### src/rtl/cfi_pkg.sv
package cfi_pkg;

   typedef enum logic {
      CFI_IDLE = 1'b0,
      CFI_RUN  = 1'b1
   } cfi_state_e;

   // number of index bits needed for a slot position
   function automatic int unsigned cfi_pos_bits(input int unsigned slots);
      return (slots <= 2) ? 1 : $clog2(slots);
   endfunction

endpackage

### src/rtl/cfi_edge_locate.sv
// Finds the earliest 1-to-0 step in a sampled line, looking across word borders.
module cfi_edge_locate #(
   parameter int SLOTS = 16,
   parameter int FW    = 4
) (
   input  logic             clk,
   input  logic             rst,
   input  logic [SLOTS-1:0] word,
   output logic             found,
   output logic [FW-1:0]    pos
);

   logic               last_q;
   logic [SLOTS:0]     ext;
   logic [SLOTS-1:0]   fall;

   always_ff @(posedge clk) begin
      if (rst) last_q <= 1'b0;
      else     last_q <= word[SLOTS-1];
   end

   // ext[k] is the sample just before slot k
   assign ext = {word, last_q};

   generate
      for (genvar k = 0; k < SLOTS; k++) begin : g_pair
         assign fall[k] = ext[k] & ~ext[k+1];
      end
   endgenerate

   // lowest slot wins
   always_comb begin
      pos = '0;
      for (int k = SLOTS - 1; k >= 0; k--) begin
         if (fall[k]) pos = FW'(k);
      end
   end

   assign found = |fall;

endmodule

### src/rtl/cfi_coarse_ctrl.sv
// Arms on start, counts whole words, ends on stop or saturation.
module cfi_coarse_ctrl
   import cfi_pkg::*;
#(
   parameter int CW = 8,
   parameter int FW = 4
) (
   input  logic          clk,
   input  logic          rst,
   input  logic          start_found,
   input  logic [FW-1:0] start_pos,
   input  logic          stop_found,
   output logic          done,
   output logic          sat,
   output logic [CW-1:0] words,
   output logic [FW-1:0] armed_pos
);

   localparam logic [CW-1:0] LAST_WORD = {CW{1'b1}};

   cfi_state_e    state_q;
   logic [CW-1:0] words_q;
   logic [FW-1:0] pos_q;
   logic          running;

   assign running = (state_q == CFI_RUN);
   assign done    = running && (stop_found || (words_q == LAST_WORD));
   assign sat     = running && !stop_found && (words_q == LAST_WORD);

   always_ff @(posedge clk) begin
      if (rst) begin
         state_q <= CFI_IDLE;
         words_q <= '0;
         pos_q   <= '0;
      end else begin
         case (state_q)
            CFI_IDLE: begin
               if (start_found) begin
                  state_q <= CFI_RUN;
                  words_q <= CW'(1);
                  pos_q   <= start_pos;
               end
            end
            CFI_RUN: begin
               if (done) state_q <= CFI_IDLE;
               else      words_q <= words_q + 1'b1;
            end
            default: state_q <= CFI_IDLE;
         endcase
      end
   end

   assign words     = words_q;
   assign armed_pos = pos_q;

endmodule

### src/rtl/cfi_combine.sv
// Joins coarse word count and fine positions into one registered code.
module cfi_combine #(
   parameter int SLOTS = 16,
   parameter int CW    = 8,
   parameter int FW    = 4,
   parameter int OW    = 12
) (
   input  logic          clk,
   input  logic          rst,
   input  logic          done,
   input  logic          sat,
   input  logic [CW-1:0] words,
   input  logic [FW-1:0] start_pos,
   input  logic [FW-1:0] stop_pos,
   output logic [OW-1:0] interval,
   output logic          result_valid,
   output logic          overflow
);

   localparam bit POW2 = ((SLOTS & (SLOTS - 1)) == 0) && (OW == CW + FW);

   logic [OW-1:0] scaled;
   logic [OW-1:0] code;

   generate
      if (POW2) begin : g_concat
         assign scaled = {words, stop_pos};
      end else begin : g_mult
         assign scaled = OW'(words) * OW'(SLOTS) + OW'(stop_pos);
      end
   endgenerate

   assign code = scaled - OW'(start_pos);

   always_ff @(posedge clk) begin
      if (rst) begin
         interval     <= '0;
         result_valid <= 1'b0;
         overflow     <= 1'b0;
      end else begin
         result_valid <= done;
         overflow     <= sat;
         if (done) interval <= sat ? {OW{1'b1}} : code;
      end
   end

endmodule

### src/rtl/cf_interval_meter.sv
module cf_interval_meter #(
   parameter int SLOTS = 16,
   parameter int CW    = 8
) (
   input  logic                             clk,
   input  logic                             rst,
   input  logic [SLOTS-1:0]                 start_word,
   input  logic [SLOTS-1:0]                 stop_word,
   output logic [CW+cfi_pkg::cfi_pos_bits(SLOTS)-1:0] interval,
   output logic                             result_valid,
   output logic                             overflow
);

   localparam int FW = cfi_pkg::cfi_pos_bits(SLOTS);
   localparam int OW = CW + FW;

   generate
      if (SLOTS < 2) begin : g_bad_slots
         $error("cf_interval_meter: SLOTS must be at least 2");
      end
      if (CW < 2) begin : g_bad_cw
         $error("cf_interval_meter: CW must be at least 2");
      end
   endgenerate

   logic          start_found, stop_found;
   logic [FW-1:0] start_pos, stop_pos, armed_pos;
   logic          done, sat;
   logic [CW-1:0] words;

   cfi_edge_locate #(.SLOTS(SLOTS), .FW(FW)) u_start_edge (
      .clk   (clk),
      .rst   (rst),
      .word  (start_word),
      .found (start_found),
      .pos   (start_pos)
   );

   cfi_edge_locate #(.SLOTS(SLOTS), .FW(FW)) u_stop_edge (
      .clk   (clk),
      .rst   (rst),
      .word  (stop_word),
      .found (stop_found),
      .pos   (stop_pos)
   );

   cfi_coarse_ctrl #(.CW(CW), .FW(FW)) u_ctrl (
      .clk         (clk),
      .rst         (rst),
      .start_found (start_found),
      .start_pos   (start_pos),
      .stop_found  (stop_found),
      .done        (done),
      .sat         (sat),
      .words       (words),
      .armed_pos   (armed_pos)
   );

   cfi_combine #(.SLOTS(SLOTS), .CW(CW), .FW(FW), .OW(OW)) u_combine (
      .clk          (clk),
      .rst          (rst),
      .done         (done),
      .sat          (sat),
      .words        (words),
      .start_pos    (armed_pos),
      .stop_pos     (stop_pos),
      .interval     (interval),
      .result_valid (result_valid),
      .overflow     (overflow)
   );

endmodule

### config.mk
export PLATFORM = sky130hd
export DESIGN_NAME = cf_interval_meter
export DESIGN_NICKNAME = d
export VERILOG_FILES = /design/src/rtl/cfi_pkg.sv /design/src/rtl/cfi_edge_locate.sv /design/src/rtl/cfi_coarse_ctrl.sv /design/src/rtl/cfi_combine.sv /design/src/rtl/cf_interval_meter.sv
export SDC_FILE = /design/constraint.sdc
export NUM_CORES = 1
export LEC_CHECK = 0
export BUFFER_PORTS_ARGS = -buffer_cell sky130_fd_sc_hd__buf_2
export CORE_MARGIN = 2
export CORE_UTILIZATION = 50
export CTS_CLUSTER_DIAMETER = 60
export CTS_CLUSTER_SIZE = 8
export DETAILED_ROUTE_END_ITERATION = 8
export PLACE_DENSITY = 0.71
export SYNTH_ARGS = -nofsm -noshare
export SYNTH_HDL_FRONTEND = slang
export SYNTH_HIERARCHICAL = 1
export SYNTH_SLANG_ARGS = --single-unit
### constraint.sdc
create_clock -name clk -period 3.51 [get_ports clk]
set_input_delay 0.1755 -clock clk [delete_from_list [all_inputs] [get_ports clk]]
set_output_delay 0.1755 -clock clk [all_outputs]
set_load 0.01 [all_outputs]
==> Word level (Yosys, flattened, before mapping) <==
Cells that the tools add are included.
W data, S select, Z words.
{ "word_totals": {"register_bits": 29} }
{ "op_classes": {"addsub": 2, "eq_ne": 3, "n_mux": 39, "n_bitwise": 65, "n_reduce_logical": 9} }
{ "ops": {"columns": ["op", "count"], "rows": [
  ["$mux W4", 32],
  ["$not A1 Y1", 33],
  ["$and A1 B1 Y1", 32],
  ["$reduce_or A16 Y1", 2],
  ["$mux W8", 2],
  ["$pmux W8 S2", 1],
  ["$mux W12", 1],
  ["$sub A12 B4 Y12", 1],
  ["$add A8 B1 Y8 const B", 1],
  ["$eq A8 B8 Y1 const B", 1],
  ["$ne A2 B2 Y1 const B", 2],
  ["$reduce_and A2 Y1", 2],
  ["$logic_and A1 B1 Y1", 3],
  ["$mux W1", 2],
  ["$pmux W1 S2", 1],
  ["$logic_not A1 Y1", 1],
  ["$logic_or A1 B1 Y1", 1]
]} }

==> Logic depth before layout (Yosys ltp) <==
Gate-level depths: netlist (run 1).
{ "depth": {"word_depth": 20, "mapped_depth": 13, "ltp_nobuf": 13} }

==> Cells and area by module <==
The synthesis (run 1) kept the hierarchy.
{ "by_module_without_submodules": {"columns": ["mod", "n_inst", "cells_each", "area_per_inst_um2"], "rows": [
  ["cfi_combine", 1, 84, 758.2],
  ["cfi_edge_locate", 2, 58, 342.8],
  ["cfi_coarse_ctrl", 1, 72, 658.1]
]} }

==> Least setup slack after synthesis (run 1) <==
No wires, ideal clock.
{ "synth_timing": {"path_kind": "input port to flip-flop", "startpoint": "input stop_word[15]", "endpoint": "register u_combine.interval[6]", "arrival_time_ps": 2557, "slack_ps": 867, "stages": 13, "path_cell_list": "nand2b_1 -> a21oi_1 -> nor3_1 -> nor4_1 -> o32a_1 -> inv_1 -> ha_1 -> inv_1 -> fa_1 -> a21o_1 -> a2111oi_0 -> xnor2_1 -> a211oi_1"} }
{ "synth_via": {"elab_chain_cells": 20, "word_cells_on_any_way": 26, "cone_classes": "1 x add/sub; 17 x mux; 2 x bitwise; 6 x reduce/logical"} }
{ "synth_rtl": {"columns": ["item", "line", "rtl"], "rows": [
  ["start: declaration", "cf_interval_meter.sv:8", "input logic [SLOTS-1:0] stop_word,"],
  ["$not A1 Y1", "cfi_edge_locate.sv:27", "assign fall[k] = ext[k] & ~ext[k+1];"],
  ["$and A1 B1 Y1", "cfi_edge_locate.sv:27", null],
  ["$mux W4 (16 in series)", "cfi_edge_locate.sv:35", "if (fall[k]) pos = FW'(k);"],
  ["named net stop_pos[0]", "cf_interval_meter.sv:27", "logic [FW-1:0] start_pos, stop_pos, armed_pos;"],
  ["$sub A12 B4 Y12", "cfi_combine.sv:33", "assign code = scaled - OW'(start_pos);"],
  ["$mux W12", "cfi_combine.sv:43", "if (done) interval <= sat ? {OW{1'b1}} : code;"],
  ["end signal: assignment", "cfi_combine.sv:43", null],
  ["end: declaration", "cfi_combine.sv:15", "output logic [OW-1:0] interval,"]
]} }
The timed path passes the listed nets, and every way through them passes these cells.
A chain may end at the register's enable or synchronous reset.

==> Worst setup path in the final report (run 1) <==
Same ends and word-level chain as after synthesis.

==> run_results.csv, run 1 <==
group,metric,value,unit
worst_setup_path,crit_family,"compound AO/OA/AOI/OAI gates",
clock_network,htree_levels,2,
floorplan,initial_core_util,52.2,%
routing,drtIter0Drc,58,
worst_setup_path,worst_path_max_delay_cell,"a2111oi_0",
timing,setup_viol,0,
timing,slew_viol_final,0,
floorplan,rows,23,
clock_network,clk_pin_slew_worst_paths,0.06,ns
synth,ys_ff_latch,29,
synth,synth_largest_area_cell,"dfxtp_1",
synth,ys_seq_area_share,27.6,%
place,place_congestion,0.787,
synth,synthDistinctLibCells,63,
floorplan,die_width,68.8,µm
clock_network,clk_latency,0.28,ns
clock_network,cts_sinks,29,
synth,synth-simple-area-share,31.7,%
pwr,peakVddDrop,0.152,mV
worst_setup_path,cp_max_fo,4,
timing,worst_clock_skew,0.00613,ns
synth,synth_edf_count,0,
routing,vias,2146,
clock_network,cts_buffers,5,
final_layout,fin_cells,371,
floorplan,core,0.00403,mm²
floorplan,num_io_pins,48,
synth,synthCells,272,
clock_network,cts_hold_buf,0,
synth,synth_nets,312,
timing,setup_tns,0,ns
grt,antenna_found_initial,0,
timing,max_slew.worst_pin.slew,0.668,ns
synth,yosys_warnings,6,
synth,synth.avg_cell_area,7.73,µm²
synth,synth_compound_area_share,28.4,%
final_layout,diodes,0,
pwr,p_leak,1.05,nW
place,dpl.hpwl,3640,µm
timing,hold_viol,0,
grt,grt_pass1_vias,1775,
worst_setup_path,end_kind,"register",
routing,via_per_inst,5.78,
final_layout,layout-drive-gt1-share,20.9,%
synth,synth_top_area_share,27.6,%
clock_network,cts_resized,0,
clock_network,cts_setup_buffers,0,
synth,synth_xor_area_share,2.08,%
final_layout,area_growth,17.6,%
timing,period_minus_slack,2.76,ns
final_layout,nets,360,
synth,synth-async-reset-ratio,0,%
place,dp_slack,0.510,ns
grt,grt_max_degree,30,
synth,synth_top_family_by_area,"simple AND/OR/NAND/NOR gates",
worst_setup_path,crit_chain,"buf_2 > nand2b_1 > a21oi_1 > nor3_1 > nor4_1 > o32a_1 > inv_1 > ha_1 > inv_1 > fa_1 > a21o_1 > a2111oi_0 > xnor2_1 > a211oi_1",
min_path,hp-class,"primary input to register",
worst_setup_path,cp.required,3.71,ns
run_status,status,"completed",
synth,synth_area,0.00210,mm²
worst_setup_path,critPathMaxStageDelay,0.51,ns
synth,synthMostInstantiatedCell,"dfxtp_1",
place,dp_cells,363,
pwr,p_per_area,359,mW/mm²
floorplan,die_y,68.8,µm
synth,synthMuxAreaShare,0.952,%
synth,synth_adder_area_share,3.93,%
routing,wl_per_cell,12.7,µm
run,drv_cap,0,
place,port_buffers,47,
routing,drt-total-wl,4710,µm
timing,slew_headroom,55.4,%
timing,fmax,362,MHz
timing,rsz0062_at_grt,"no",
synth,synth_flop_cell,"dfxtp_1",
pwr,power.total,0.886,mW
timing,hold_slack,0.134,ns
grt,grt_use_total,20.5,%
synth,synthTopCellsByArea,"dfxtp_1, nor2_1, a21oi_1",
grt,grt_pass1_wl,7420,µm
synth,synth.cells.most_frequent,"dfxtp_1, nor2_1, nand2_1, inv_1, a21oi_1",
worst_setup_path,critPathMostFrequentCell,"inv_1",
routing,drc,0,
timing,period_share,78.7,%
routing,drtPass1Iterations,4,
timing,finalWorstSetupSlack,0.749,ns
routing,detail-route-antenna-nets,0,
clock_network,cts_tree,"built",
clock_network,cts_root_buf,"clkbuf_8",
worst_setup_path,arrival,2.96,ns
worst_setup_path,critPathBufInv,3,
grt,grt-ovfl-total,0,
worst_setup_path,start_kind,"primary input",
floorplan,fp.dieArea,0.00474,mm²
clock_network,cts_buffer_depth,2,
worst_setup_path,criticalPathCategory,"primary input to register",
==> power breakdown <==
part	total [mW]	leakage, nW	internal, mW	switching [mW]
Clock	0.303	0.0542	0.177	0.127
Sequential	0.362	0.238	0.349	0.0131
Combinational	0.221	0.754	0.0996	0.122
Total	0.886	1.05	0.625	0.261
==> state kept, by name, summed over array words and instances, names as in the netlist <==
name / count
u_combine/overflow: 1
u_ctrl/armed_pos: 4
u_ctrl/running: 1
u_stop_edge/last_q: 1
u_start_edge/last_q: 1
u_ctrl/words: 8
u_combine/result_valid: 1
u_combine/interval: 12
==> routing by layer <==
layer	vias up	track usage, %	wire length [µm]
met5	-	0	0
met1	972	25.0	2140
met4	0	6.86	59
met3	7	4.06	244
met2	65	35.9	2260
li1	1102	-	-
==> through the flow <==
step	cell area, µm²	util (%)
CTS	2470	61.4
floorplan	2100	-
global route	2470	61.4
detailed placement	2370	58.9
global placement	2370	58.9
finish	2470	61.4
==> layout make-up <==
| cell class | count | area, µm² |
|---|---|---|
| clock inverter | 1 | 5.00 |
| tap | 50 | 62.6 |
| timing repair buffer | 48 | 243 |
| fill | 379 | 1560 |
| inverter | 20 | 75.1 |
| sequential | 29 | 581 |
| clock buffer | 7 | 96.3 |
| multi-input combinational | 216 | 1410 |
==> cell families (layout without fill, tap and decap cells) <==
logic type | after synthesis | in the layout
xor+xnor | 5 | 5
buf+inv | 27 | 76
flops | 29 | 29
simple gates | 120 | 120
fa+ha+maj | 6 | 6
compound gates | 83 | 83
mux | 2 | 2
==> path summary, 6_finish.rpt <==
check / cells after the start / start / endpoint / slack (ns)
max: 14 / stop_word[15] / u_combine/interval[6]$_SDFFE_PP0P_ / 0.75
min: 2 / start_word[15] / u_start_edge/last_q$_SDFF_PP0_ / 0.13
max reg2reg: 9 / u_stop_edge/last_q$_SDFF_PP0_ / u_combine/interval[9]$_SDFFE_PP0P_ / 0.83
min reg2reg: 2 / u_ctrl/armed_pos[3]$_SDFFE_PP0P_ / u_ctrl/armed_pos[3]$_SDFFE_PP0P_ / 0.46
==> worst register-to-register path, stage by stage, from the launching register on <==
cell       delay [ns]
dfxtp_1          0.39
nor2_1           0.07
a21oi_1          0.12
a2bb2oi_1        0.27
nor3_1           0.10
ha_1             0.23
or4_1            0.55
or2_0            0.28
or3_1            0.34
a311oi_1         0.23
==> layout by cell type (no fill, tap or decap), types with 2 or more instances in the layout <==
cell	Yosys	routed
a221oi_1	2	2
o2111ai_1	2	2
o22ai_1	3	3
ha_1	5	5
nor4_1	2	2
o2bb2ai_1	2	2
nand3_1	7	7
a2bb2oi_1	2	2
nor2_1	27	27
a21oi_1	19	19
o32a_1	2	2
a41oi_1	2	2
a311oi_1	4	4
a211oi_1	8	8
nor3_1	8	8
or3b_1	2	2
nand3b_1	3	3
or2b_2	2	2
o21ai_0	12	12
o31ai_1	3	3
and4b_1	3	3
a31oi_1	3	3
dfxtp_1	29	29
xnor2_1	4	4
mux2i_1	2	2
nand2_1	23	23
o211ai_1	2	2
or4_1	4	4
a2111oi_2	2	2
a21o_1	5	5
nor2b_1	12	12
or3_1	3	3
nand4_1	5	5
nand2b_1	7	7
clkbuf_8	0	7
buf_2	1	47
inv_1	20	20
Note: power is estimated with default switching activity, not from simulation.
==> run 2, diff against run 1 <==
Clock period 3.51 ns to 2.6 ns, I/O delays scaled along.
==> run_results.csv, run 2 (same netlist as run 1, synthesis figures left out) <==
group,metric,value,unit
clock_network,clk_pin_slew_worst_paths,0.06,ns
floorplan,core,0.00403,mm²
place,dp_cells,387,
worst_setup_path,start_kind,"register",
worst_setup_path,cp.required,2.80,ns
clock_network,cts_hold_buf,0,
worst_setup_path,critPathBufInv,2,
timing,finalWorstSetupSlack,0.145,ns
worst_setup_path,worst_path_max_delay_cell,"a2111oi_2",
timing,rsz0062_at_grt,"yes",
min_path,hp-class,"primary input to register",
place,dp_slack,-0.302,ns
routing,via_per_inst,5.68,
final_layout,largest_reg_flops,12,
floorplan,die_width,68.8,µm
worst_setup_path,crit_family,"compound AO/OA/AOI/OAI gates",
worst_setup_path,r2r_start,"u_stop_edge/last_q$_SDFF_PP0_",
routing,detail-route-antenna-nets,0,
final_layout,area_growth,27.7,%
worst_setup_path,end_kind,"register",
place,port_buffers,47,
worst_setup_path,critPathMostFrequentCell,"inv_1",
floorplan,die_y,68.8,µm
timing,worst_clock_skew,0.00379,ns
min_path,worstHoldStart,"start_word[15]",
clock_network,cts_setup_buffers,0,
final_layout,final_util,66.6,%
final_layout,fin_cells,395,
timing,period_minus_slack,2.46,ns
worst_setup_path,crit_chain,"nor4_1 > o32a_1 > inv_1 > ha_1 > inv_1 > fa_1 > a21o_1 > a2111oi_2 > xnor2_1 > a211oi_1",
final_layout,layout-drive-gt1-share,28.4,%
final_layout,diodes,0,
clock_network,htree_levels,2,
worst_setup_path,criticalPathCategory,"register to register",
grt,grt-ovfl-total,0,
place,placed_area,0.00255,mm²
timing,slew_headroom,59.1,%
clock_network,clk_latency,0.28,ns
timing,hold_viol,0,
grt,grt_pass1_wl,8080,µm
timing,setup_viol,0,
place,place_congestion,0.786,
final_layout,final_area,0.00268,mm²
worst_setup_path,critPathMaxStageDelay,0.40,ns
grt,antenna_found_initial,0,
floorplan,num_io_pins,48,
worst_setup_path,startpoint,"u_stop_edge/last_q$_SDFF_PP0_",
timing,fmax,407,MHz
final_layout,top_register,"u_combine/interval",
routing,drtPass1Iterations,4,
floorplan,fp.dieArea,0.00474,mm²
pwr,p_per_area,466,mW/mm²
pwr,p_leak,1.17,nW
grt,grt_max_degree,30,
final_layout,layout_common_cells,"buf_2, dfxtp_1, nor2_1",
timing,period_share,94.4,%
clock_network,cts_root_buf,"clkbuf_8",
run_status,status,"completed",
clock_network,cts_buffers,5,
clock_network,cts_buffer_depth,2,
routing,drt-total-wl,5000,µm
grt,grt_use_total,22.4,%
routing,wl_per_cell,12.7,µm
place,dpl.hpwl,3750,µm
final_layout,final_common_cell,"buf_2",
routing,vias,2244,
floorplan,rows,23,
routing,drtIter0Drc,80,
final_layout,nets,384,
clock_network,cts_sinks,29,
pwr,peakVddDrop,0.167,mV
worst_setup_path,cp_max_fo,4,
worst_setup_path,arrival,2.66,ns
grt,grt_pass1_vias,1936,
clock_network,cts_tree,"built",
routing,drc,0,
run,drv_cap,0,
floorplan,initial_core_util,52.2,%
timing,slew_viol_final,0,
timing,max_slew.worst_pin.slew,0.613,ns
-- run 2: worst paths after layout --
| path | endpoint | slack, ns | depth (start not counted) |
|---|---|---|---|
| max reg2reg | u_combine/interval[10]$_SDFFE_PP0P_ | 0.14 | 10 |
| min reg2reg | u_ctrl/armed_pos[3]$_SDFFE_PP0P_ | 0.46 | 2 |
| max | u_combine/interval[10]$_SDFFE_PP0P_ | 0.14 | 10 |
| min | u_start_edge/last_q$_SDFF_PP0_ | 0.09 | 2 |
-- run 2: power breakdown --
| group | internal [mW] | leakage (nW) | switching [mW] | total [mW] |
|---|---|---|---|---|
| logic | 0.172 | 0.873 | 0.182 | 0.354 |
| registers | 0.471 | 0.238 | 0.0147 | 0.486 |
| clock network | 0.239 | 0.0542 | 0.173 | 0.412 |
-- run 2: final cells by class --
cell class,count,area [µm²]
clock inverter,1,5.00
tap,50,62.6
timing repair buffer,72,423
multi-input combinational,216,1440
fill,369,1350
sequential,29,582
clock buffer,7,96.3
inverter,20,75.1
-- run 2: metrics by stage --
| stage | hold WS, ns | TNS (ns) | total power, mW |
|---|---|---|---|
| floorplan | 0.202 | 0 | 0.701 |
| global placement | 0.374 | -0.727 | 0.831 |
| detailed placement | 0.387 | -1.03 | 0.837 |
| CTS | 0.0839 | 0 | 1.26 |
| global route | 0.0920 | -0.0306 | 1.33 |
| finish | 0.0873 | 0 | 1.25 |
-- run 2: repair_timing --
| action | CTS | global route |
|---|---|---|
| setup endpoints to repair | 2 | 7 |
| resized for setup | 2 | 6 |
| gates cloned | 0 | 0 |
-- run 2: routing by layer --
metal  vias to the layer above  routed length, µm  track usage [%]
met5                         -                  0                0
met2                        46               2470             38.7
met3                         6                189             4.87
met1                      1034               2260             26.5
met4                         0                 74             9.80
li1                       1158                  -                -
-- run 2: worst reg2reg max path: stages, from the launching register on --
cell and delay (ns):
dfxtp_2 0.37, nor4_1 0.06, o32a_1 0.33, inv_1 0.06, ha_1 0.16, inv_1 0.05
fa_1 0.38, a21o_1 0.23, a2111oi_2 0.40, xnor2_1 0.11, a211oi_1 0.22
